--- src/rtl/vt_pkg.sv ---
// Shared timing constants for the raster timing generator.
// Assumes a 6.041957 MHz reference and a 525-line, 59.94 Hz raster.
package vt_pkg;
    localparam int H_TOTAL_D     = 384;  // reference clocks per line
    localparam int HS_WIDTH_D    = 28;   // line sync width
    localparam int DEAD_D        = 2;    // guard around the wrap, each side
    localparam int ACT_H0_D      = 80;   // first dot position
    localparam int CHARS_D       = 40;   // characters per row
    localparam int CHAR_W_D      = 6;    // clocks per character
    localparam int FIELD_LINES_D = 262;  // lines in a short field
    localparam int VS_FIRST_D    = 3;    // first broad-pulse line
    localparam int VS_LAST_D     = 5;    // last broad-pulse line
    localparam int V_ACT_D       = 20;   // first active line
    localparam int ROWS_A_D      = 21;
    localparam int LPR_A_D       = 10;
    localparam int ROWS_B_D      = 25;
    localparam int LPR_B_D       = 9;
    localparam int AUX_DIV_D     = 6;
endpackage

--- src/rtl/vt_hcount.sv ---
// Horizontal counter. Wraps after H_TOTAL clocks. In slave mode, a falling
// edge on ext_sync_n reloads it with zero, unless the edge lands within
// DEAD clocks of the wrap on either side. Assumes ext_sync_n is synchronous.
module vt_hcount #(
    parameter int H_TOTAL = vt_pkg::H_TOTAL_D,
    parameter int DEAD    = vt_pkg::DEAD_D,
    localparam int HW     = $clog2(H_TOTAL)
) (
    input  logic          clk,
    input  logic          rst_n,
    input  logic          slave_en,
    input  logic          ext_sync_n,
    output logic [HW-1:0] h_count,
    output logic          line_end
);
    localparam logic [HW-1:0] H_LAST   = HW'(H_TOTAL - 1);
    localparam logic [HW-1:0] DEAD_HI  = HW'(H_TOTAL - DEAD);
    localparam logic [HW-1:0] DEAD_LO  = HW'(DEAD);

    logic sync_q;
    logic sync_fall;
    logic in_dead;
    logic resync;

    // Remember the previous sync level for edge detection.
    always_ff @(posedge clk) begin
        if (!rst_n) sync_q <= 1'b1;
        else        sync_q <= ext_sync_n;
    end

    // Decide whether this clock ends the line.
    always_comb begin
        sync_fall = slave_en && sync_q && !ext_sync_n;
        in_dead   = (h_count >= DEAD_HI) || (h_count < DEAD_LO);
        resync    = sync_fall && !in_dead;
        line_end  = (h_count == H_LAST) || resync;
    end

    // Advance or reload the horizontal position.
    always_ff @(posedge clk) begin
        if (!rst_n)        h_count <= '0;
        else if (line_end) h_count <= '0;
        else               h_count <= h_count + HW'(1);
    end

    p_h_range_r1: assert property (@(posedge clk) disable iff (!rst_n)
        h_count <= H_LAST);
    p_wrap_r1: assert property (@(posedge clk) disable iff (!rst_n)
        (h_count == H_LAST) |=> (h_count == '0));
    p_resync_r4: assert property (@(posedge clk) disable iff (!rst_n)
        (slave_en && sync_q && !ext_sync_n && h_count >= DEAD_LO && h_count < DEAD_HI)
        |=> (h_count == '0));
    p_dead_ignored_r5: assert property (@(posedge clk) disable iff (!rst_n)
        (slave_en && h_count < DEAD_LO) |=> (h_count == $past(h_count) + HW'(1)));
    p_master_free_r5: assert property (@(posedge clk) disable iff (!rst_n)
        (!slave_en && h_count != H_LAST) |=> (h_count == $past(h_count) + HW'(1)));
endmodule

--- src/rtl/vt_vcount.sv ---
// Vertical counters. Tracks the line within the field and the field parity,
// and keeps the character row and scan counters step by step with the line.
// Assumes rows25_en and interlace_en change only while reset is held.
module vt_vcount #(
    parameter int FIELD_LINES = vt_pkg::FIELD_LINES_D,
    parameter int VS_FIRST    = vt_pkg::VS_FIRST_D,
    parameter int VS_LAST     = vt_pkg::VS_LAST_D,
    parameter int V_ACT       = vt_pkg::V_ACT_D,
    parameter int ROWS_A      = vt_pkg::ROWS_A_D,
    parameter int LPR_A       = vt_pkg::LPR_A_D,
    parameter int ROWS_B      = vt_pkg::ROWS_B_D,
    parameter int LPR_B       = vt_pkg::LPR_B_D,
    localparam int VW         = $clog2(FIELD_LINES + 1),
    localparam int RW         = $clog2((ROWS_A > ROWS_B) ? ROWS_A : ROWS_B),
    localparam int SW         = $clog2((LPR_A > LPR_B) ? LPR_A : LPR_B)
) (
    input  logic          clk,
    input  logic          rst_n,
    input  logic          line_end,
    input  logic          vreset,
    input  logic          interlace_en,
    input  logic          rows25_en,
    output logic [VW-1:0] v_line,
    output logic          field_odd,
    output logic [RW-1:0] row_idx,
    output logic [SW-1:0] scan_idx,
    output logic          v_active,
    output logic          v_sync
);
    localparam logic [VW-1:0] ACT_LAST_A = VW'(V_ACT + ROWS_A * LPR_A - 1);
    localparam logic [VW-1:0] ACT_LAST_B = VW'(V_ACT + ROWS_B * LPR_B - 1);

    logic [VW-1:0] last_line;
    logic [VW-1:0] act_last;
    logic [SW-1:0] scan_last;
    logic [RW-1:0] rows_n;

    // Select field length and row geometry for the current mode.
    always_comb begin
        last_line = (interlace_en && !field_odd) ? VW'(FIELD_LINES) : VW'(FIELD_LINES - 1);
        act_last  = rows25_en ? ACT_LAST_B : ACT_LAST_A;
        scan_last = rows25_en ? SW'(LPR_B - 1) : SW'(LPR_A - 1);
        rows_n    = rows25_en ? RW'(ROWS_B) : RW'(ROWS_A);
        v_active  = (v_line >= VW'(V_ACT)) && (v_line <= act_last);
        v_sync    = (v_line >= VW'(VS_FIRST)) && (v_line <= VW'(VS_LAST));
    end

    // Step line, field, row and scan at each line end.
    always_ff @(posedge clk) begin
        if (!rst_n) begin
            v_line    <= '0;
            field_odd <= 1'b0;
            row_idx   <= '0;
            scan_idx  <= '0;
        end else if (vreset) begin
            v_line   <= '0;
            row_idx  <= '0;
            scan_idx <= '0;
        end else if (line_end) begin
            if (v_line == last_line) begin
                v_line    <= '0;
                field_odd <= interlace_en ? !field_odd : 1'b0;
                row_idx   <= '0;
                scan_idx  <= '0;
            end else begin
                v_line <= v_line + VW'(1);
                if (v_active) begin
                    if (v_line == act_last) begin
                        row_idx  <= '0;
                        scan_idx <= '0;
                    end else if (scan_idx == scan_last) begin
                        scan_idx <= '0;
                        row_idx  <= row_idx + RW'(1);
                    end else begin
                        scan_idx <= scan_idx + SW'(1);
                    end
                end
            end
        end
    end

    p_vline_range_r2: assert property (@(posedge clk) disable iff (!rst_n)
        v_line <= VW'(FIELD_LINES));
    p_scan_bound_r6: assert property (@(posedge clk) disable iff (!rst_n)
        scan_idx <= scan_last);
    p_row_bound_r7: assert property (@(posedge clk) disable iff (!rst_n)
        row_idx < rows_n);
    p_vreset_line_r10: assert property (@(posedge clk) disable iff (!rst_n)
        vreset |=> (v_line == '0 && row_idx == '0 && scan_idx == '0));
    p_vreset_field_r10: assert property (@(posedge clk) disable iff (!rst_n)
        vreset |=> $stable(field_odd));
endmodule

--- src/rtl/vt_auxdiv.sv ---
// Secondary strobe. Pulses once every DIV reference clocks, or on every
// clock when aux_full is set. Assumes DIV is at least 2.
module vt_auxdiv #(
    parameter int DIV = vt_pkg::AUX_DIV_D,
    localparam int CW = $clog2(DIV)
) (
    input  logic clk,
    input  logic rst_n,
    input  logic aux_full,
    output logic aux_tick
);
    logic [CW-1:0] div_cnt;

    // Free-running divider.
    always_ff @(posedge clk) begin
        if (!rst_n)                       div_cnt <= '0;
        else if (div_cnt == CW'(DIV - 1)) div_cnt <= '0;
        else                              div_cnt <= div_cnt + CW'(1);
    end

    // Choose divided or full-rate strobe.
    always_comb aux_tick = aux_full || (div_cnt == CW'(DIV - 1));

    p_tick_gap_r9: assert property (@(posedge clk) disable iff (!rst_n)
        (aux_tick && !aux_full) |=> (!aux_tick || aux_full));
endmodule

--- src/rtl/vt_timing_chain.sv ---
// Raster timing generator top. Joins the horizontal and vertical counters
// and the strobe divider, then decodes composite sync and the dot area.
// Assumes every input is synchronous to clk.
module vt_timing_chain #(
    parameter int H_TOTAL     = vt_pkg::H_TOTAL_D,
    parameter int HS_WIDTH    = vt_pkg::HS_WIDTH_D,
    parameter int DEAD        = vt_pkg::DEAD_D,
    parameter int ACT_H0      = vt_pkg::ACT_H0_D,
    parameter int CHARS       = vt_pkg::CHARS_D,
    parameter int CHAR_W      = vt_pkg::CHAR_W_D,
    parameter int FIELD_LINES = vt_pkg::FIELD_LINES_D,
    parameter int AUX_DIV     = vt_pkg::AUX_DIV_D,
    localparam int HW         = $clog2(H_TOTAL),
    localparam int VW         = $clog2(FIELD_LINES + 1),
    localparam int RW         = $clog2(vt_pkg::ROWS_B_D),
    localparam int SW         = $clog2(vt_pkg::LPR_A_D)
) (
    input  logic          clk,
    input  logic          rst_n,
    input  logic          slave_en,
    input  logic          ext_sync_n,
    input  logic          vreset,
    input  logic          interlace_en,
    input  logic          rows25_en,
    input  logic          aux_full,
    output logic          csync_n,
    output logic [HW-1:0] h_count,
    output logic [VW-1:0] v_line,
    output logic          field_odd,
    output logic [RW-1:0] row_idx,
    output logic [SW-1:0] scan_idx,
    output logic          disp_area,
    output logic          aux_tick
);
    localparam logic [HW-1:0] ACT_H_END = HW'(ACT_H0 + CHARS * CHAR_W);

    logic line_end;
    logic v_active;
    logic v_sync;
    logic h_sync;

    vt_hcount #(.H_TOTAL(H_TOTAL), .DEAD(DEAD)) u_h (
        .clk(clk), .rst_n(rst_n), .slave_en(slave_en), .ext_sync_n(ext_sync_n),
        .h_count(h_count), .line_end(line_end));

    vt_vcount #(.FIELD_LINES(FIELD_LINES)) u_v (
        .clk(clk), .rst_n(rst_n), .line_end(line_end), .vreset(vreset),
        .interlace_en(interlace_en), .rows25_en(rows25_en),
        .v_line(v_line), .field_odd(field_odd), .row_idx(row_idx),
        .scan_idx(scan_idx), .v_active(v_active), .v_sync(v_sync));

    vt_auxdiv #(.DIV(AUX_DIV)) u_aux (
        .clk(clk), .rst_n(rst_n), .aux_full(aux_full), .aux_tick(aux_tick));

    // Decode sync polarity and the character dot window.
    always_comb begin
        h_sync    = h_count < HW'(HS_WIDTH);
        csync_n   = v_sync ? h_sync : !h_sync;
        disp_area = v_active && (h_count >= HW'(ACT_H0)) && (h_count < ACT_H_END);
    end

    p_broad_start_r3: assert property (@(posedge clk) disable iff (!rst_n)
        (v_line == VW'(vt_pkg::VS_FIRST_D) && h_count == '0) |-> csync_n);
    p_disp_clear_r8: assert property (@(posedge clk) disable iff (!rst_n)
        disp_area |-> (csync_n && v_line >= VW'(vt_pkg::V_ACT_D)));
endmodule

--- config.mk ---
export PLATFORM = sky130hd
export DESIGN_NAME = vt_timing_chain
export DESIGN_NICKNAME = d
export VERILOG_FILES = /design/src/rtl/vt_pkg.sv /design/src/rtl/vt_hcount.sv /design/src/rtl/vt_vcount.sv /design/src/rtl/vt_auxdiv.sv /design/src/rtl/vt_timing_chain.sv
export SDC_FILE = /design/constraint.sdc
export NUM_CORES = 1
export LEC_CHECK = 0
export BUFFER_PORTS_ARGS = -buffer_cell sky130_fd_sc_hd__buf_2
export CAP_MARGIN = 20
export CELL_PAD_IN_SITES_DETAIL_PLACEMENT = 1
export CELL_PAD_IN_SITES_GLOBAL_PLACEMENT = 2
export CORE_UTILIZATION = 34
export DETAILED_ROUTE_END_ITERATION = 10
export GPL_ROUTABILITY_DRIVEN = 0
export HOLD_SLACK_MARGIN = 0.15
export PLACE_DENSITY = 0.91
export SLEW_MARGIN = 15
export SYNTH_ARGS = -nofsm -noshare
export SYNTH_HDL_FRONTEND = slang
export SYNTH_SLANG_ARGS = --single-unit
--- constraint.sdc ---
create_clock -name clk -period 4.95 [get_ports clk]
set_input_delay 1.485 -clock clk [delete_from_list [all_inputs] [get_ports clk]]
set_output_delay 1.485 -clock clk [all_outputs]
set_load 0.05 [all_outputs]
# After elaboration in Yosys (flattened, before gate mapping)

Index checks and enable logic that the tools add are counted.

$add $sub $neg: 5
Magnitude comparators: 9
Eq/ne operators: 5
Muxes and demuxes: 14
Bitwise gates (word level): 2
Reductions and logical operators: 23

Operators by type and width:

| kind                                                                              | number |
|---|---|
| 5-bit two-way mux                                                                 | 5 |
| 9-bit by 1-bit adder with 9-bit output (second input constant)                    | 2 |
| 9-bit equality test                                                               | 2 |
| 4-bit two-way mux                                                                 | 4 |
| 9-bit equality test (second input constant)                                       | 1 |
| 9-bit by 2-bit >= comparator with 1-bit output (second input constant)            | 1 |
| 9-bit by 5-bit >= comparator with 1-bit output (second input constant)            | 1 |
| 9-bit by 7-bit >= comparator with 1-bit output (second input constant)            | 1 |
| 9-bit >= comparator (second input constant)                                       | 1 |
| 9-bit by 3-bit less-or-equal comparator with 1-bit output (second input constant) | 1 |
| 9-bit less-or-equal comparator                                                    | 1 |
| 9-bit by 2-bit < comparator with 1-bit output (second input constant)             | 1 |
| 9-bit by 5-bit < comparator with 1-bit output (second input constant)             | 1 |
| 9-bit < comparator (second input constant)                                        | 1 |
| 9-bit two-way mux                                                                 | 1 |
| 1-bit logical AND                                                                 | 8 |
| 3-bit AND reduction                                                               | 2 |
| 2-bit OR reduction                                                                | 3 |
| 5-bit by 1-bit adder with 5-bit output (second input constant)                    | 1 |
| 4-bit by 1-bit adder with 4-bit output (second input constant)                    | 1 |
| 4-bit equality test                                                               | 1 |
| 1-bit zero test                                                                   | 4 |
| 3-bit by 1-bit adder with 3-bit output (second input constant)                    | 1 |
| 3-bit equality test (second input constant)                                       | 1 |
| 7 further kinds                                                                   | 12 |

Register bits: 32
Input port bits: 8
Output and inout bits: 31
Logic and storage cells: 65

# Depth between registers and ports, before layout

Gate-level depths: netlist of run 1.

Word-level depth: 6
Mapped depth: 7
Mapped depth without buffers: 7

# Modules after synthesis

Synthesis of run 1 repeated with hierarchy kept, for this count alone.

Cells, all modules: 212
Area total of the unflattened synthesis: 1,893.1 um2

By module, submodules not included:

| module          | instances | cells each | area an instance (um2) | sequential area each (um2) |
|---|---|---|---|---|
| vt_vcount       | 1         | 138        | 1,161.1                | 380.4 |
| vt_hcount       | 1         | 53         | 545.5                  | 200.2 |
| vt_auxdiv       | 1         | 13         | 141.4                  | 60.1 |
| vt_timing_chain | 1         | 8          | 45.0                   | 0.0 |

# Worst setup path before layout of run 1

OpenSTA, ideal clock, no wires.

Path kind: input port to output port
From: in rows25_en
To: out disp_area
Arrival: 2,901 ps
Setup slack: 564 ps
Stages on the path: 6
Buffers on the path: 0
Cell sequence: inv_1 -> ha_1 -> a21o_1 -> a31oi_1 -> o31a_1 -> o311a_1

Longest elaborated chain between the ends: 5

Ends and longest elaborated chain:

| item                            | line                  | source |
|---|---|---|
| start: declaration              | vt_timing_chain.sv:24 | `input logic rows25_en,` |
| 5-bit two-way mux               | vt_vcount.sv:41       | `act_last = rows25_en ? ACT_LAST_B : ACT_LAST_A;` |
| 9-bit less-or-equal comparator  | vt_vcount.sv:44       | `v_active = (v_line >= VW'(V_ACT)) && (v_line <= act_last);` |
| 1-bit logical AND               | vt_vcount.sv:44       |  |
| 1-bit logical AND (2 in series) | vt_timing_chain.sv:59 | `disp_area = v_active && (h_count >= HW'(ACT_H0)) && (h_count < ACT_H_END);` |
| end: declaration                | vt_timing_chain.sv:32 | `output logic disp_area,` |

No other way between the ends.

# Worst setup path in the final report of run 1

Same ends and word-level chain as after synthesis.

==> impl_metrics.prom, run 1 <==
# TYPE chip_impl_metric gauge
chip_impl_metric{name="clk_transition_reported_paths",unit="ns"} 0.07
chip_impl_metric{name="core_region_area",unit="µm²"} 5140
chip_impl_metric{name="static_leak",unit="nW"} 0.883
chip_impl_metric{name="cts_htree_levels",unit=""} 2
chip_impl_metric{name="final-hold-violation-count",unit=""} 0
chip_impl_metric{name="detail_route.iter0.violations",unit=""} 101
chip_impl_info{name="critPathTopFamily",value="compound AO/OA/AOI/OAI gates"} 1
chip_impl_metric{name="detail_route.wirelength",unit="mm"} 4.81
chip_impl_metric{name="cts_repair_resize_count",unit=""} 0
chip_impl_metric{name="flow.area_growth_from_synthesis",unit="%"} 20.0
chip_impl_info{name="timing.hold.worst.class",value="reg -> reg"} 1
chip_impl_metric{name="setup_tns",unit="ns"} 0
chip_impl_metric{name="critPathBufInv",unit=""} 3
chip_impl_metric{name="clock_latency",unit="ns"} 0.29
chip_impl_metric{name="combined_area_of_all_synthesized_cells",unit="µm²"} 1840
chip_impl_metric{name="multi_input_comb_area",unit="µm²"} 1140
chip_impl_metric{name="grt_max_degree",unit=""} 27
chip_impl_info{name="critical_path.endpoint_type",value="output pin"} 1
chip_impl_metric{name="hold_ws",unit="ns"} 0.464
chip_impl_metric{name="fmax",unit="MHz"} 223
chip_impl_metric{name="avgRoutedWirePerCell",unit="µm"} 14.6
chip_impl_metric{name="sequential_cell_area",unit="µm²"} 641
chip_impl_metric{name="dpl.hpwl",unit="mm"} 3.46
chip_impl_metric{name="ys_ff_latch",unit=""} 32
chip_impl_metric{name="boundaryPins",unit=""} 39
chip_impl_metric{name="avgViaCountPerCell",unit=""} 5.42
chip_impl_info{name="setup.worst_path.start_class",value="primary input"} 1
chip_impl_metric{name="grt_first_pass_wirelength",unit="mm"} 8.40
chip_impl_metric{name="overflow",unit=""} 0
chip_impl_metric{name="worst_clock_skew",unit="ns"} 0.00486
chip_impl_info{name="outcome",value="completed"} 1
chip_impl_metric{name="slew_headroom",unit=""} 0.440
chip_impl_metric{name="chipWidth",unit="µm"} 75.5
chip_impl_metric{name="clock_path_buffers",unit=""} 2
chip_impl_metric{name="detail_route.first_pass.iterations",unit=""} 4
chip_impl_metric{name="first_global_vias",unit=""} 1692
chip_impl_metric{name="floorplan.die.height",unit="µm"} 75.5
chip_impl_metric{name="maxCapViolations",unit=""} 0
chip_impl_metric{name="crit_arrival",unit="ns"} 3.00
chip_impl_metric{name="final_nets",unit=""} 277
chip_impl_metric{name="syn-mean-instance-area",unit="µm²"} 8.43
chip_impl_metric{name="min_period",unit="ns"} 4.49
chip_impl_metric{name="timing.final.crit_share",unit=""} 0.907
chip_impl_metric{name="max_slew.worst_pin.slew",unit="ns"} 0.838
chip_impl_metric{name="sequential_element_share_of_the_synthesized_area",unit=""} 0.349
chip_impl_metric{name="row_count",unit=""} 26
chip_impl_metric{name="final-setup-viol-count",unit=""} 0
chip_impl_metric{name="worstPathMaxFanout",unit=""} 3
chip_impl_info{name="cts_tree",value="yes"} 1
chip_impl_metric{name="postSynthCellCount",unit=""} 218
chip_impl_metric{name="total_track_usage",unit=""} 0.193
chip_impl_info{name="timing_worst_setup_path_type",value="in -> out"} 1
chip_impl_metric{name="synthesis.nets",unit=""} 236
chip_impl_info{name="cts_root_buf",value="sky130_fd_sc_hd__clkbuf_8"} 1
chip_impl_metric{name="power_per_cell_area",unit="nW/µm²"} 260
chip_impl_metric{name="ant_nets",unit=""} 0
chip_impl_metric{name="synthArstFlopShare",unit=""} 0
chip_impl_metric{name="post_cts.repair.setup_buffers",unit=""} 0
chip_impl_metric{name="cp.required",unit="ns"} 3.46
chip_impl_metric{name="fill_cells",unit=""} 653
chip_impl_info{name="dominantRegCellSynth",value="sky130_fd_sc_hd__dfxtp_1"} 1
chip_impl_metric{name="design.die.area",unit="µm²"} 5700
chip_impl_metric{name="total_clock_buffers_created_by_cts",unit=""} 5
chip_impl_metric{name="clkSinkCount",unit=""} 32
chip_impl_metric{name="drive_gt1_frac",unit=""} 0.208
chip_impl_metric{name="netlist-cell-type-count",unit=""} 50
chip_impl_metric{name="critical_path.max_stage_delay",unit="ns"} 0.32
chip_impl_metric{name="worst_vdd_rail_ir_drop",unit="V"} 0.000121
chip_impl_info{name="critical-path-top-cell-by-count",value="sky130_fd_sc_hd__buf_2"} 1
chip_impl_metric{name="drc_errors",unit=""} 0
chip_impl_metric{name="edff_count_synth",unit=""} 0
chip_impl_metric{name="worst_slack",unit="ns"} 0.462
chip_impl_metric{name="start_util",unit=""} 0.357
chip_impl_info{name="critical_path.cell_chain",value="buf_2 -> inv_1 -> ha_1 -> a21o_1 -> a31oi_1 -> o31a_1 -> o311a_1 -> buf_2"} 1
chip_impl_metric{name="pre_cts_ws",unit="ns"} 0.454
chip_impl_metric{name="synth_warnings",unit=""} 0
chip_impl_metric{name="vias",unit=""} 1789
chip_impl_metric{name="num_antenna_cells",unit=""} 0
chip_impl_info{name="rsz0062_at_grt",value="no"} 1
chip_impl_metric{name="numPortBuffers",unit=""} 38
chip_impl_metric{name="drv_slew",unit=""} 0
chip_impl_metric{name="cts_hold_repair.buffers",unit=""} 0
chip_impl_info{name="worst_path_max_delay_cell",value="sky130_fd_sc_hd__ha_1"} 1
chip_impl_metric{name="final_cell_count_no_fill",unit=""} 330
chip_impl_metric{name="grt_antenna_before_repair",unit=""} 0
chip_impl_metric{name="dp.cells",unit=""} 322
[cells in the mapped netlist (2+ instances only)]
master,number,area (µm²)
sky130_fd_sc_hd__xor2_1,7,61.3
sky130_fd_sc_hd__a221oi_1,2,17.5
sky130_fd_sc_hd__inv_1,8,30.0
sky130_fd_sc_hd__nor3b_1,2,15.0
sky130_fd_sc_hd__o31ai_1,3,22.5
sky130_fd_sc_hd__nor3_1,3,15.0
sky130_fd_sc_hd__nand2_1,23,86.3
sky130_fd_sc_hd__and2_1,4,25.0
sky130_fd_sc_hd__and3_1,2,12.5
sky130_fd_sc_hd__nor2_1,17,63.8
sky130_fd_sc_hd__or4_1,2,15.0
sky130_fd_sc_hd__ha_1,10,125
sky130_fd_sc_hd__mux2i_1,2,20.0
sky130_fd_sc_hd__dfxtp_1,32,641
sky130_fd_sc_hd__nand4_1,6,37.5
sky130_fd_sc_hd__nand3_1,9,45.0
sky130_fd_sc_hd__nand2b_1,8,50.1
sky130_fd_sc_hd__nor4_1,4,25.0
sky130_fd_sc_hd__a31oi_1,5,31.3
sky130_fd_sc_hd__o21ai_0,9,45.0
sky130_fd_sc_hd__o22ai_1,5,31.3
sky130_fd_sc_hd__o21a_1,2,15.0
sky130_fd_sc_hd__a211oi_1,2,15.0
sky130_fd_sc_hd__xnor2_1,2,17.5
sky130_fd_sc_hd__o21ai_2,2,17.5
sky130_fd_sc_hd__a21oi_1,13,65.1
sky130_fd_sc_hd__or3_1,4,25.0
sky130_fd_sc_hd__a41oi_1,3,26.3
sky130_fd_sc_hd__nor2b_1,4,25.0
sky130_fd_sc_hd__buf_2,3,15.0
[sequential cells by signal (all words and copies together), names as in the netlist]
name and flops:
u_aux.div_cnt 3, u_h.h_count 9, u_h.sync_q 1, u_v.field_odd 1, u_v.row_idx 5, u_v.scan_idx 4, u_v.v_line 9
[cell families after synthesis]
family | Yosys count | share of synthesized area
AOI/OAI and AO/OA | 57 | 0.218
xor gates and xnor gates | 9 | 0.0429
adders and majority gates | 10 | 0.0681
buffers and inverters | 13 | 0.0307
DFF | 32 | 0.349
muxes | 2 | 0.0109
and+or+nand+nor | 95 | 0.281
[placed cells by master, fill, tap and decap left out, types with 6 or more instances in the layout]
| cell type | synthesis | final |
|---|---|---|
| sky130_fd_sc_hd__buf_2 | 3 | 38 |
| sky130_fd_sc_hd__dfxtp_1 | 32 | 32 |
| sky130_fd_sc_hd__nand2_1 | 23 | 23 |
| sky130_fd_sc_hd__nor2_1 | 17 | 17 |
| sky130_fd_sc_hd__a21oi_1 | 13 | 13 |
| sky130_fd_sc_hd__ha_1 | 10 | 10 |
| sky130_fd_sc_hd__o21ai_0 | 9 | 9 |
| sky130_fd_sc_hd__nand3_1 | 9 | 9 |
| sky130_fd_sc_hd__inv_1 | 8 | 8 |
| sky130_fd_sc_hd__nand2b_1 | 8 | 8 |
| sky130_fd_sc_hd__xor2_1 | 7 | 7 |
| sky130_fd_sc_hd__nand4_1 | 6 | 6 |
[per-stage QoR]
stage,area (µm²),utilization,total power (W)
4_1_cts,2200,0.429,0.000579
5_1_grt,2200,0.429,0.000599
2_1_floorplan,1840,-,0.000311
3_5_place_dp,2100,0.408,0.000326
6_report,2200,0.429,0.000573
3_3_place_gp,2100,0.408,0.000325
[final timing paths]
check	from	to	slack (ns)	cells after the start
worst min-delay path	u_aux.div_cnt[0]	u_aux.div_cnt[0]	0.46	1
worst max register to register	u_v.v_line[0]	u_v.row_idx[3]	2.60	7
worst min register to register	u_aux.div_cnt[0]	u_aux.div_cnt[0]	0.46	1
worst max-delay path	rows25_en	disp_area	0.46	8
[area by class of cell]
class,instances,area share
well taps,70,0.0398
multi-input cells,173,0.517
clock buffers,6,0.0329
inverters,8,0.0136
clock inverters,2,0.0159
flip-flops and latches,32,0.291
repair buffers,39,0.0897
[power breakdown]
group	internal [W]	switching [W]	total, W
clock network	0.000149	0.000104	0.000254
logic	0.0000149	0.0000353	0.0000503
registers	0.000263	0.00000662	0.000269
total	0.000427	0.000146	0.000573
[layer usage]
| layer | GRT usage | routed length, µm | vias to the layer above |
|---|---|---|---|
| met2 | 0.308 | 2290 | 32 |
| met4 | 0.0617 | 60 | 0 |
| li1 | - | - | 895 |
| met5 | 0 | 0 | - |
| met1 | 0.260 | 2260 | 856 |
| met3 | 0.0423 | 198 | 6 |
No activity file was read; power rests on OpenSTA's default activity.
==> run 2, diff against run 1 <==
Settings changed: CORE_UTILIZATION 34 to 35, CTS_BUF_LIST set to sky130_fd_sc_hd__clkbuf_2, PLACE_DENSITY 0.91 to 0.84.
==> run 2 against run 1 <==
Compared with the run above:
- via count down 2.5%
- cell area fell by 2.0%
- total power is 14% lower
- register-to-register slack improved by 0.02 ns
- setup slack lost 0.012 ns
- global-route usage decreased by 0.61 points
- clock skew rose by 0.0098 ns
- first-iteration DRC count grew 5.9%
- critical endpoint unchanged
- largest cell class unchanged
==> impl_metrics.prom, run 2 (synthesized netlist as in run 1, its figures left out) <==
# TYPE chip_impl_metric gauge
chip_impl_metric{name="chipWidth",unit="µm"} 74.4
chip_impl_info{name="timing.hold.worst.class",value="reg -> reg"} 1
chip_impl_metric{name="drc_errors",unit=""} 0
chip_impl_metric{name="fmax",unit="MHz"} 222
chip_impl_metric{name="max_slew.worst_pin.slew",unit="ns"} 0.855
chip_impl_info{name="most_common_cell_after_layout_fill_and_taps_aside",value="sky130_fd_sc_hd__buf_2"} 1
chip_impl_metric{name="dpl.hpwl",unit="mm"} 3.51
chip_impl_metric{name="min_period",unit="ns"} 4.50
chip_impl_metric{name="final-hold-violation-count",unit=""} 0
chip_impl_metric{name="avgRoutedWirePerCell",unit="µm"} 14.1
chip_impl_metric{name="grt_max_degree",unit=""} 27
chip_impl_metric{name="clkSinkCount",unit=""} 32
chip_impl_metric{name="slew_headroom",unit=""} 0.426
chip_impl_metric{name="num_antenna_cells",unit=""} 0
chip_impl_info{name="setup.worst_path.start_class",value="primary input"} 1
chip_impl_metric{name="clk_transition_reported_paths",unit="ns"} 0.17
chip_impl_metric{name="crit_arrival",unit="ns"} 3.01
chip_impl_metric{name="final_nets",unit=""} 277
chip_impl_metric{name="avgViaCountPerCell",unit=""} 5.29
chip_impl_metric{name="grt_first_pass_wirelength",unit="mm"} 7.95
chip_impl_info{name="cts_tree",value="yes"} 1
chip_impl_metric{name="worstPathMaxFanout",unit=""} 3
chip_impl_metric{name="first_global_vias",unit=""} 1689
chip_impl_metric{name="total_clock_buffers_created_by_cts",unit=""} 5
chip_impl_info{name="outcome",value="completed"} 1
chip_impl_metric{name="ant_nets",unit=""} 0
chip_impl_metric{name="row_count",unit=""} 26
chip_impl_metric{name="vias",unit=""} 1745
chip_impl_metric{name="core_region_area",unit="µm²"} 5070
chip_impl_metric{name="design.die.area",unit="µm²"} 5540
chip_impl_info{name="rsz0062_at_grt",value="no"} 1
chip_impl_metric{name="clock_latency",unit="ns"} 0.36
chip_impl_metric{name="detail_route.iter0.violations",unit=""} 107
chip_impl_info{name="final_cell_mix",value="sky130_fd_sc_hd__buf_2, sky130_fd_sc_hd__dfxtp_1, sky130_fd_sc_hd__nand2_1, sky130_fd_sc_hd__nor2_1, sky130_fd_sc_hd__a21oi_1"} 1
chip_impl_metric{name="setup_tns",unit="ns"} 0
chip_impl_metric{name="static_leak",unit="nW"} 0.866
chip_impl_metric{name="start_util",unit=""} 0.362
chip_impl_metric{name="numPortBuffers",unit=""} 38
chip_impl_metric{name="detail_route.wirelength",unit="mm"} 4.66
chip_impl_metric{name="cts_hold_repair.buffers",unit=""} 0
chip_impl_metric{name="timing.final.crit_share",unit=""} 0.909
chip_impl_metric{name="cts_repair_resize_count",unit=""} 0
chip_impl_info{name="timing_worst_setup_path_type",value="in -> out"} 1
chip_impl_metric{name="total_track_usage",unit=""} 0.187
chip_impl_info{name="reg_top3",value="u_h.h_count (9), u_v.v_line (9), u_v.row_idx (5)"} 1
chip_impl_metric{name="flow.area_growth_from_synthesis",unit="%"} 17.5
chip_impl_metric{name="final_core_utilization",unit=""} 0.425
chip_impl_metric{name="cts_htree_levels",unit=""} 2
chip_impl_metric{name="maxCapViolations",unit=""} 0
chip_impl_metric{name="drive_gt1_frac",unit=""} 0.204
chip_impl_metric{name="cp.required",unit="ns"} 3.46
chip_impl_metric{name="final-setup-viol-count",unit=""} 0
chip_impl_metric{name="fill_cells",unit=""} 644
chip_impl_metric{name="power_per_cell_area",unit="nW/µm²"} 229
chip_impl_metric{name="floorplan.die.height",unit="µm"} 74.4
chip_impl_metric{name="clock_path_buffers",unit=""} 2
chip_impl_metric{name="worst_clock_skew",unit="ns"} 0.0146
chip_impl_metric{name="worst_vdd_rail_ir_drop",unit="V"} 0.000133
chip_impl_metric{name="drv_slew",unit=""} 0
chip_impl_info{name="cts_root_buf",value="sky130_fd_sc_hd__clkbuf_2"} 1
chip_impl_metric{name="detail_route.first_pass.iterations",unit=""} 5
chip_impl_metric{name="grt_antenna_before_repair",unit=""} 0
chip_impl_metric{name="post_cts.repair.setup_buffers",unit=""} 0
chip_impl_metric{name="overflow",unit=""} 0
chip_impl_metric{name="boundaryPins",unit=""} 39
chip_impl_info{name="critical_path.endpoint_type",value="output pin"} 1
chip_impl_metric{name="hold_ws",unit="ns"} 0.471
run 2: cell types whose count changed in the layout (fill, tap and decap cells not counted):
cell and change:
sky130_fd_sc_hd__clkbuf_1 -1, sky130_fd_sc_hd__clkbuf_2 +5, sky130_fd_sc_hd__clkbuf_8 -5, sky130_fd_sc_hd__clkinv_1 +2, sky130_fd_sc_hd__clkinv_2 -1
run 2: critical path, stage by stage:
cell and delay, ns:
sky130_fd_sc_hd__buf_2 0.10, sky130_fd_sc_hd__inv_1 0.06, sky130_fd_sc_hd__ha_1 0.32, sky130_fd_sc_hd__a21o_1 0.19
sky130_fd_sc_hd__a31oi_1 0.22, sky130_fd_sc_hd__o31a_1 0.22, sky130_fd_sc_hd__o311a_1 0.16, sky130_fd_sc_hd__buf_2 0.25
run 2: worst paths after layout:
| check | start | end | slack (ns) | cells after the start |
|---|---|---|---|---|
| worst max-delay path | rows25_en | disp_area | 0.45 | 8 |
| worst min-delay path | u_aux.div_cnt[0] | u_aux.div_cnt[0] | 0.47 | 1 |
| worst max register to register | u_v.v_line[0] | u_v.row_idx[3] | 2.62 | 7 |
| worst min register to register | u_aux.div_cnt[0] | u_aux.div_cnt[0] | 0.47 | 1 |
run 2: per-layer routing:
layer / wire [µm] / vias to the layer above / track usage
li1: - / 892 / -
met1: 2380 / 828 / 0.249
met2: 2130 / 21 / 0.296
met3: 117 / 4 / 0.0447
met4: 36 / 0 / 0.0608
met5: 0 / - / 0
run 2: cell type report:
type	count	area, µm²	share of cell area
inverter	8	30.0	0.0139
sequential	32	641	0.297
clock buffer	5	25.0	0.0116
tap	70	87.6	0.0406
clock inverter	3	37.5	0.0174
multi-input combinational	173	1140	0.528
timing repair buffer	39	198	0.0916
run 2: metrics by stage:
stage,setup WS [ns],cells,power [W],instance area (µm²)
2_1_floorplan,0.564,218,0.000311,1840
3_3_place_gp,0.503,322,0.000325,2100
3_5_place_dp,0.460,322,0.000327,2100
4_1_cts,0.454,330,0.000506,2160
5_1_grt,0.353,330,0.000524,2160
6_report,0.450,330,0.000494,2160
run 2: where the power goes:
part | internal (W) | switching [W] | total (W)
clock network | 0.0000825 | 0.0000914 | 0.000174
registers | 0.000263 | 0.00000653 | 0.000270
logic | 0.0000152 | 0.0000357 | 0.0000508
total | 0.000361 | 0.000134 | 0.000494
==> run 3, diff against run 2 <==
Settings changed: CELL_PAD_IN_SITES_GLOBAL_PLACEMENT 2 to 1, CORE_ASPECT_RATIO set to 1.75, CORE_UTILIZATION 35 to 45, PLACE_DENSITY 0.84 to 0.86.
==> run 3 against run 2 <==
Compared with the run above:
- fmax fell by 2.7%
- count of clock-buffer cells in the layout did not move
- core utilization rose by 12 points
- highest routed layer unchanged
- flip-flop and latch count did not move
- setup slack got worse by 0.13 ns
- largest cell class unchanged
- die area fell by 21%
- combinational power barely moved
- critical path depth did not move
- wire length rose by 4.4%
- via count rose by 5.8%
==> impl_metrics.prom, run 3 (synthesized netlist as in run 1, its figures left out) <==
# TYPE chip_impl_metric gauge
chip_impl_metric{name="boundaryPins",unit=""} 39
chip_impl_metric{name="pre_cts_ws",unit="ns"} 0.357
chip_impl_metric{name="floorplan.die.height",unit="µm"} 86.5
chip_impl_metric{name="total_clock_buffers_created_by_cts",unit=""} 5
chip_impl_metric{name="row_count",unit=""} 30
chip_impl_metric{name="power_per_cell_area",unit="nW/µm²"} 235
chip_impl_info{name="cts_root_buf",value="sky130_fd_sc_hd__clkbuf_2"} 1
chip_impl_metric{name="max_slew.worst_pin.slew",unit="ns"} 0.825
chip_impl_metric{name="post_cts.repair.setup_buffers",unit=""} 0
chip_impl_metric{name="final_cell_count_no_fill",unit=""} 307
chip_impl_metric{name="vias",unit=""} 1847
chip_impl_metric{name="chipWidth",unit="µm"} 50.3
chip_impl_metric{name="grt_antenna_before_repair",unit=""} 0
chip_impl_metric{name="ant_nets",unit=""} 0
chip_impl_info{name="critical_path.cell_chain",value="buf_2 -> inv_1 -> ha_1 -> a21o_1 -> a31oi_1 -> o31a_1 -> o311a_1 -> buf_2"} 1
chip_impl_metric{name="static_leak",unit="nW"} 0.861
chip_impl_metric{name="fmax",unit="MHz"} 216
chip_impl_metric{name="detail_route.wirelength",unit="mm"} 4.87
chip_impl_metric{name="clock_path_buffers",unit=""} 2
chip_impl_metric{name="dpl.hpwl",unit="mm"} 3.69
chip_impl_info{name="rsz0062_at_grt",value="no"} 1
chip_impl_metric{name="clk_transition_reported_paths",unit="ns"} 0.14
chip_impl_metric{name="avgViaCountPerCell",unit=""} 6.02
chip_impl_metric{name="cts_repair_resize_count",unit=""} 0
chip_impl_metric{name="maxCapViolations",unit=""} 0
chip_impl_metric{name="crit_arrival",unit="ns"} 3.14
chip_impl_info{name="timing_worst_setup_path_type",value="in -> out"} 1
chip_impl_info{name="timing.hold.worst.class",value="reg -> reg"} 1
chip_impl_info{name="final_cell_mix",value="sky130_fd_sc_hd__buf_2, sky130_fd_sc_hd__dfxtp_1, sky130_fd_sc_hd__nand2_1, sky130_fd_sc_hd__nor2_1, sky130_fd_sc_hd__a21oi_1"} 1
chip_impl_metric{name="drive_gt1_frac",unit=""} 0.201
chip_impl_metric{name="worst_vdd_rail_ir_drop",unit="V"} 0.000184
chip_impl_metric{name="clkSinkCount",unit=""} 32
chip_impl_info{name="critical_path.endpoint_type",value="output pin"} 1
chip_impl_info{name="worst_path_max_delay_cell",value="sky130_fd_sc_hd__o31a_1"} 1
chip_impl_info{name="cts_tree",value="yes"} 1
chip_impl_metric{name="avgRoutedWirePerCell",unit="µm"} 15.9
chip_impl_metric{name="flow.area_growth_from_synthesis",unit="%"} 15.6
chip_impl_metric{name="critPathBufInv",unit=""} 3
chip_impl_metric{name="design.die.area",unit="µm²"} 4350
chip_impl_metric{name="num_antenna_cells",unit=""} 0
chip_impl_metric{name="slew_headroom",unit=""} 0.449
chip_impl_metric{name="timing.final.crit_share",unit=""} 0.935
chip_impl_metric{name="final-setup-viol-count",unit=""} 0
chip_impl_metric{name="drc_errors",unit=""} 0
chip_impl_info{name="critPathTopFamily",value="compound AO/OA/AOI/OAI gates"} 1
chip_impl_metric{name="first_global_vias",unit=""} 1796
chip_impl_metric{name="detail_route.first_pass.iterations",unit=""} 4
chip_impl_info{name="critical-path-top-cell-by-count",value="sky130_fd_sc_hd__buf_2"} 1
chip_impl_metric{name="clock_latency",unit="ns"} 0.39
chip_impl_metric{name="cts_htree_levels",unit=""} 2
chip_impl_metric{name="min_period",unit="ns"} 4.63
chip_impl_info{name="outcome",value="completed"} 1
chip_impl_metric{name="drv_slew",unit=""} 0
chip_impl_metric{name="power",unit="W"} 0.000498
chip_impl_info{name="most_common_cell_after_layout_fill_and_taps_aside",value="sky130_fd_sc_hd__buf_2"} 1
chip_impl_metric{name="worstPathMaxFanout",unit=""} 6
chip_impl_metric{name="final-hold-violation-count",unit=""} 0
chip_impl_metric{name="numPortBuffers",unit=""} 38
chip_impl_metric{name="total_track_usage",unit=""} 0.240
chip_impl_metric{name="cp.required",unit="ns"} 3.46
chip_impl_metric{name="final_nets",unit=""} 276
chip_impl_metric{name="worst_clock_skew",unit="ns"} 0.0336
chip_impl_metric{name="dp.cells",unit=""} 299
chip_impl_metric{name="overflow",unit=""} 0
chip_impl_metric{name="core_region_area",unit="µm²"} 3900
chip_impl_metric{name="grt_first_pass_wirelength",unit="mm"} 8.07
chip_impl_metric{name="start_util",unit=""} 0.471
chip_impl_info{name="reg_top3",value="u_h.h_count (9), u_v.v_line (9), u_v.row_idx (5)"} 1
chip_impl_metric{name="detail_route.iter0.violations",unit=""} 59
chip_impl_metric{name="grt_max_degree",unit=""} 27
chip_impl_metric{name="critical_path.max_stage_delay",unit="ns"} 0.34
chip_impl_info{name="setup.worst_path.start_class",value="primary input"} 1
chip_impl_metric{name="worst_slack",unit="ns"} 0.324
chip_impl_metric{name="cts_hold_repair.buffers",unit=""} 0
chip_impl_metric{name="setup_tns",unit="ns"} 0
-- run 3: per-stage QoR --
step	utilization	hold WS [ns]	cell area, µm²
after global routing	0.544	0.487	2120
after detailed placement	0.528	0.439	2060
after global placement	0.528	0.434	2060
after CTS	0.544	0.464	2120
after floorplan	-	0.421	1840
final	0.544	0.456	2120
-- run 3: worst register-to-register path, stage by stage, from the launching register on --
cell	delay, ns
sky130_fd_sc_hd__dfxtp_1	0.48
sky130_fd_sc_hd__inv_1	0.16
sky130_fd_sc_hd__ha_1	0.31
sky130_fd_sc_hd__nand4b_1	0.12
sky130_fd_sc_hd__nor2_1	0.07
sky130_fd_sc_hd__o31ai_1	0.62
sky130_fd_sc_hd__a22oi_1	0.24
sky130_fd_sc_hd__a31oi_1	0.24
-- run 3: report_power, final --
group / total, W / switching [W] / internal (W)
registers: 0.000270 / 0.00000648 / 0.000263
logic: 0.0000511 / 0.0000359 / 0.0000152
clock network: 0.000177 / 0.0000949 / 0.0000825
total: 0.000498 / 0.000137 / 0.000361
-- run 3: final timing paths --
kind | start | end | slack [ns] | cells past startpoint
setup / recovery | rows25_en | disp_area | 0.32 | 8
hold / removal | u_aux.div_cnt[0] | u_aux.div_cnt[0] | 0.46 | 1
setup reg to reg | u_v.v_line[0] | u_v.row_idx[3] | 2.61 | 7
hold reg to reg | u_aux.div_cnt[0] | u_aux.div_cnt[0] | 0.46 | 1
-- run 3: layout make-up --
| cell class | instances | area (µm²) |
|---|---|---|
| clock buffer | 5 | 25.0 |
| clock inverter | 3 | 37.5 |
| fill | 514 | 1780 |
| inverter | 8 | 30.0 |
| multi-input combinational | 173 | 1140 |
| sequential | 32 | 641 |
| tap | 48 | 60.1 |
| timing repair buffer | 38 | 190 |
-- run 3: metal layers --
layer	vias to the layer above	track usage	share of wire
li1	895	-	-
met3	14	0.0439	0.032
met1	893	0.244	0.39
met4	0	0.114	0.027
met5	-	0	0
met2	45	0.456	0.55
